==> src/rtl/fpc_pkg.sv <==
package fpc_pkg;

  typedef enum logic [1:0] {
    CMP_IDLE  = 2'b00,
    CMP_RAISE = 2'b01,
    CMP_LOWER = 2'b10
  } cmp_state_e;

  localparam int unsigned CH_REF = 0;
  localparam int unsigned CH_FB  = 1;
  localparam int unsigned N_CH   = 2;

endpackage

==> src/rtl/fpc_edge_tap.sv <==
module fpc_edge_tap #(
  parameter int unsigned STAGES = 2
) (
  input  logic clk,
  input  logic rst_n,
  input  logic lvl_i,
  output logic rise_o
);

  logic [STAGES-1:0] sync_q;
  logic              prev_q;
  logic              synced;

  generate
    if (STAGES == 1) begin : g_one
      always_ff @(posedge clk or negedge rst_n) begin
        if (!rst_n) sync_q <= '0;
        else        sync_q <= lvl_i;
      end
    end else begin : g_chain
      always_ff @(posedge clk or negedge rst_n) begin
        if (!rst_n) sync_q <= '0;
        else        sync_q <= {sync_q[STAGES-2:0], lvl_i};
      end
    end
  endgenerate

  assign synced = sync_q[STAGES-1];

  always_ff @(posedge clk or negedge rst_n) begin
    if (!rst_n) prev_q <= 1'b0;
    else        prev_q <= synced;
  end

  assign rise_o = synced & ~prev_q;

endmodule

==> src/rtl/fpc_decider.sv <==
module fpc_decider
  import fpc_pkg::*;
(
  input  logic       clk,
  input  logic       rst_n,
  input  logic       ref_rise,
  input  logic       fb_rise,
  output cmp_state_e state_o
);

  cmp_state_e state_q, state_d;

  always_comb begin
    state_d = state_q;
    unique case (state_q)
      CMP_IDLE: begin
        if (ref_rise && !fb_rise)      state_d = CMP_RAISE;
        else if (fb_rise && !ref_rise) state_d = CMP_LOWER;
      end
      CMP_RAISE: if (fb_rise)  state_d = CMP_IDLE;
      CMP_LOWER: if (ref_rise) state_d = CMP_IDLE;
      default: state_d = CMP_IDLE;
    endcase
  end

  always_ff @(posedge clk or negedge rst_n) begin
    if (!rst_n) state_q <= CMP_IDLE;
    else        state_q <= state_d;
  end

  assign state_o = state_q;

endmodule

==> src/rtl/freq_phase_comparator.sv <==
module freq_phase_comparator
  import fpc_pkg::*;
#(
  parameter int unsigned SYNC_STAGES = 2
) (
  input  logic clk,
  input  logic rst_n,
  input  logic ref_in,
  input  logic fb_in,
  output logic up_o,
  output logic dn_o
);

  logic [N_CH-1:0] lvl_vec;
  logic [N_CH-1:0] rise_vec;
  logic            ref_rise;
  logic            fb_rise;
  cmp_state_e      state;

  assign lvl_vec[CH_REF] = ref_in;
  assign lvl_vec[CH_FB]  = fb_in;

  generate
    for (genvar c = 0; c < N_CH; c++) begin : g_tap
      fpc_edge_tap #(.STAGES(SYNC_STAGES)) u_tap (
        .clk   (clk),
        .rst_n (rst_n),
        .lvl_i (lvl_vec[c]),
        .rise_o(rise_vec[c])
      );
    end
  endgenerate

  assign ref_rise = rise_vec[CH_REF];
  assign fb_rise  = rise_vec[CH_FB];

  fpc_decider u_dec (
    .clk     (clk),
    .rst_n   (rst_n),
    .ref_rise(ref_rise),
    .fb_rise (fb_rise),
    .state_o (state)
  );

  assign up_o = (state == CMP_RAISE);
  assign dn_o = (state == CMP_LOWER);

endmodule

==> config.mk <==
export PLATFORM = sky130hd
export DESIGN_NAME = freq_phase_comparator
export DESIGN_NICKNAME = d
export VERILOG_FILES = /design/src/rtl/fpc_pkg.sv /design/src/rtl/fpc_edge_tap.sv /design/src/rtl/fpc_decider.sv /design/src/rtl/freq_phase_comparator.sv
export SDC_FILE = /design/constraint.sdc
export NUM_CORES = 1
export LEC_CHECK = 0
export BUFFER_PORTS_ARGS = -buffer_cell sky130_fd_sc_hd__buf_2
export CORE_AREA = 5 5 42 44
export DETAILED_ROUTE_END_ITERATION = 10
export DIE_AREA = 0 0 47 49
export PLACE_DENSITY_LB_ADDON = 0.08
export SYNTH_ARGS = -nofsm -noshare
export SYNTH_HDL_FRONTEND = slang
export SYNTH_HIERARCHICAL = 1
export SYNTH_SLANG_ARGS = --single-unit
==> constraint.sdc <==
create_clock -name clk -period 3.7 [get_ports clk]
set_clock_uncertainty 0.15 [all_clocks]
set_input_delay 0.37 -clock clk [delete_from_list [all_inputs] [get_ports clk]]
set_output_delay 0.37 -clock clk [all_outputs]
set_load 0.05 [all_outputs]
# After elaboration in Yosys (flattened, before gate mapping)
# Cells that the tools add are included.
[op_classes] bitwise_logic=4 div=0 reduce_logical=6 addsub=0 mux=5 eq_ne=5 magnitude_cmp=0 n_mul=0 shift=0
[op_table] op="two-way mux 2 bit" count=4
[op_table] op="one-hot mux 2 bit (3 select lines)" count=1
[op_table] op="!= test 2 x 1 -> 1 bit (second input constant)" count=2
[op_table] op="!= test 3 x 1 -> 1 bit (second input constant)" count=1
[op_table] op="AND reduction 3 bit" count=1
[op_table] op="bitwise AND 1 bit" count=2
[op_table] op="equality test 2 x 1 -> 1 bit (second input constant)" count=1
[op_table] op="equality test 2 bit (second input constant)" count=1
[op_table] op="logical AND 1 bit" count=2
[op_table] op="zero test 1 bit" count=2
[op_table] op="zero test 2 bit" count=1
[op_table] op="inverter 1 bit" count=2
[word_totals] rom_bits=0 output_inout_bits=2 mem_bits_rw=0 in_bits=4 latchBits=0 n_memories=0 word_cells=25 regBits=8

# Longest topological paths before layout
[logic_depth] ltp_word=7 depth_mapped=5

# By module
# The synthesis kept the hierarchy.
[by_module_without_submodules] mod="fpc_edge_tap" seq_area_each_um2=75.1 instances=2 cells_per_inst=4 area_each_um2=88.8
[by_module_without_submodules] mod="fpc_decider" seq_area_each_um2=50.0 instances=1 cells_per_inst=10 area_each_um2=108.9
[by_module_without_submodules] mod="freq_phase_comparator" seq_area_each_um2=0.0 instances=1 cells_per_inst=2 area_each_um2=15.0

# Worst setup path before layout
# No wires, ideal clock.
[synth_path] path_kind="reg2out" startpoint="register u_dec.state_q[1] (netlist: u_dec/state_o[1])" endpoint="output port up_o" required_time_ns=3.180 stages_incl_launch_ff=2 arrival_time_ns=1.103 setup_slack_ns=2.077 path_buffers=0 path_cell_list="dfrtp_1 > nor2b_1"
[synth_between] elab_chain_len=1
[synth_rtl] element="start, declared" line="fpc_decider.sv:11" rtl="cmp_state_e state_q, state_d;"
[synth_rtl] element="start signal, assigned" line="fpc_decider.sv:28" rtl="else state_q <= state_d;"
[synth_rtl] element="equality test 2 x 1 -> 1 bit" line="freq_phase_comparator.sv:45" rtl="assign up_o = (state == CMP_RAISE);"
[synth_rtl] element="end, declared" line="freq_phase_comparator.sv:10" rtl="output logic up_o,"
# Every way passes these cells.

# Final worst setup path
[layout_path] startpoint="register u_dec.state_q[0] (netlist: u_dec/state_o[0])" endpoint="output port dn_o"
[layout_between] elab_chain_len=1
[layout_rtl] element="equality test 2 bit" line="freq_phase_comparator.sv:46" rtl="assign dn_o = (state == CMP_LOWER);"
[layout_rtl] element="end, declared" line="freq_phase_comparator.sv:11" rtl="output logic dn_o"
# Every way passes these cells.

==> metrics <==
status=completed; fillers=approximately 160; post-cts sizing count=0; P_leak=0.178 nW; Hold Worst Slack=between 70 and 80 ps; Core Rows=14; die area=between 2000 and 2500 µm²; Int Pwr=153 µW; initial core utilization=a little over a fifth; startpoint class of the critical path=flop; Vias=approximately 170; Psw=just over 70 µW; r2r endpoint=u_dec/state_o[0]; Clock Latency Late Sink=around 250 ps; relative slew slack=a little over four fifths; clk root buf=clkbuf_4; Avg Vias per Cell=around 3.7; Post-synth ARST share=100%; postcts setup bufs=0; post-layout min period=roughly 1600 ps; crit path to=dn_o; top cells by count, synth=dfrtp_1 (8), nor2b_4 (2); GRT Util Overall=around 4.5%; share of the synthesized area in the top cell type=approximately two thirds; flop-to-flop setup slack=~2100 ps; detailed placer's ending HPWL=about 320 µm; Area contributors post-synth=dfrtp_1 (66%), nor2b_4 (9.1%), ha_1 (4.1%); crit path from=u_dec/state_o[0]; antenna viol nets, final=0; mapped cell area=approximately 300 µm²; fin nets=36; most frequent cell after synthesis=dfrtp_1; VDD IR max=0.198 mV; Comb power frac=23.9%; hold buffers post-CTS=1; Die Wd=roughly 47 µm; Net Count, Synth=25; TritonCTS clock tree=built; CP endpoint kind=output port; Final Cycle Share=43.9%; Synth area leader=dfrtp_1; P per Cell Area=592 nW/µm²; CTS sink cnt=8; Longest Clk Path Bufs=2; Core Region=~1400 µm²; WS Path Type=reg -> out; H-tree levels=1; largest net degree at the start of global routing=9; number of global-route vias before repair=~160; I/O pin count=6; MaxCap Viol Count=0; Sw Share=a little under a third; Synth cell types=12; P&R area growth vs syn=25.7%; Most used DFF post-synth=dfrtp_1; global-route wire length before repair=around 650 µm; Clock Pin Slew Worst Setup and Hold Paths=50 ps; CTS buffer count=3; highest clock rate=~0.62 GHz; GPL Wtd Cong=between 0.5 and 0.6; Syn. warnings=6; CP Max Fanout=5; Syn Area/Cell=15.1 µm²; drt drc=0; final hold vios=0; post-synthesis sequential area ratio=66.4%; hold crit path type=in -> reg; final number of setup-violating endpoints=0; layout cells sized above 1=between 40 and 50%; Sequential Power Share=a little under half; Slew Viols, Final=0; Yosys reg bits=8; Port Buffer Count=5; total grt overflow=0; R2R Path Start=g_tap[1].u_tap/prev_q; Antenna Cells=0; setup TNS=0 ps; RSZ-0062 raised after global routing=false; clock network fraction of total power=between 20 and 30%; DRT Pass-1 Iters=1; initial detailed-routing violation count=0; initial antenna violation count=0; Post-synth EDFFs=0; final wirelength=411 µm; die height=49 µm; Routed wire per std cell=slightly above 9 µm; Cells after Synth=20; CP required=~3200 ps; critical path arrival=~1100 ps; slew at the pin closest to its max-slew limit=251 ps; Reg2Reg Depth=5
## layer usage
metal / global-route usage (%) / vias up / routed length [µm]
met5: 0 / - / 0
met4: 5.53 / 0 / 15
met3: 3.69 / 2 / 50
met2: 4.52 / 8 / 164
met1: 4.76 / 75 / 181
li1: - / 82 / -
## through the flow
stage                     setup slack (ps)  power, mW  std cells  utilization [%]  cell area, µm²
after global placement                2130      0.162         41             24.7             347
after global routing                  2020      0.238         45             27.1             379
after floorplan                       2080      0.149         20                -             302
final                                 2080      0.224         45             27.1             379
after CTS                             2060      0.230         45             27.1             379
after detailed placement              2110      0.163         41             24.7             347
## worst min path at each step
stage | from | endpoint | slack, ps | depth (start not counted)
2_1_floorplan | rst_n | g_tap[0].u_tap/prev_q | -80 | 0
3_3_place_gp | rst_n | g_tap[1].u_tap/sync_q[0] | 70 | 1
3_5_place_dp | rst_n | g_tap[1].u_tap/sync_q[1] | 70 | 1
4_1_cts | ref_in | g_tap[0].u_tap/sync_q[0] | 70 | 1
5_1_grt | fb_in | g_tap[1].u_tap/sync_q[0] | 60 | 1
6_report | ref_in | g_tap[0].u_tap/sync_q[0] | 80 | 1
## kinds of logic (layout without fill, tap and decap cells)
family	Yosys count	in the layout	synth area share [%]
flops	8	8	66.4
fa+ha+maj	1	1	4.15
compound gates	2	2	4.56
buf+inv	1	10	1.24
simple gates	8	8	23.7
## final cells by class
cell class | count | area [µm²] | share of cell area, %
Sequential cell | 8 | 200 | 52.8
Clock buffer | 3 | 22.5 | 5.94
Multi-Input combinational cell | 11 | 97.6 | 25.7
Tap cell | 16 | 20.0 | 5.28
Timing Repair Buffer | 6 | 35.0 | 9.24
Inverter | 1 | 3.75 | 0.990
## power by group through the flow
stage          sequential, mW  clock [mW]  combinational (mW)
6_report                0.107      0.0635              0.0536
5_1_grt                 0.109      0.0709              0.0580
4_1_cts                 0.108      0.0678              0.0548
3_5_place_dp            0.109           0              0.0540
3_3_place_gp            0.109           0              0.0532
2_1_floorplan           0.107           0              0.0424
## sequential cells by signal (all words and copies together), names as in the netlist
register            count
g_tap.u_tap/prev_q      2
g_tap.u_tap/sync_q      4
u_dec/state_o           2
## cell usage in the layout, fill, tap and decap left out
| cell | n |
|---|---|
| nor2b_1 | 1 |
| ha_1 | 1 |
| dfrtp_1 | 8 |
| and2b_2 | 1 |
| nand2b_1 | 1 |
| inv_1 | 1 |
| nor2b_4 | 2 |
| or2b_1 | 1 |
| or3b_1 | 1 |
| clkbuf_4 | 3 |
| or3_1 | 1 |
| buf_2 | 5 |
| a21oi_1 | 1 |
| a21oi_2 | 1 |
| dlygate4sd3_1 | 1 |
## critical path, cell delays in order, from the launching register on
cell and delay [ps]:
dfrtp_1 400, and2b_2 210, buf_2 250
No activity file was read; power rests on OpenSTA's default activity.
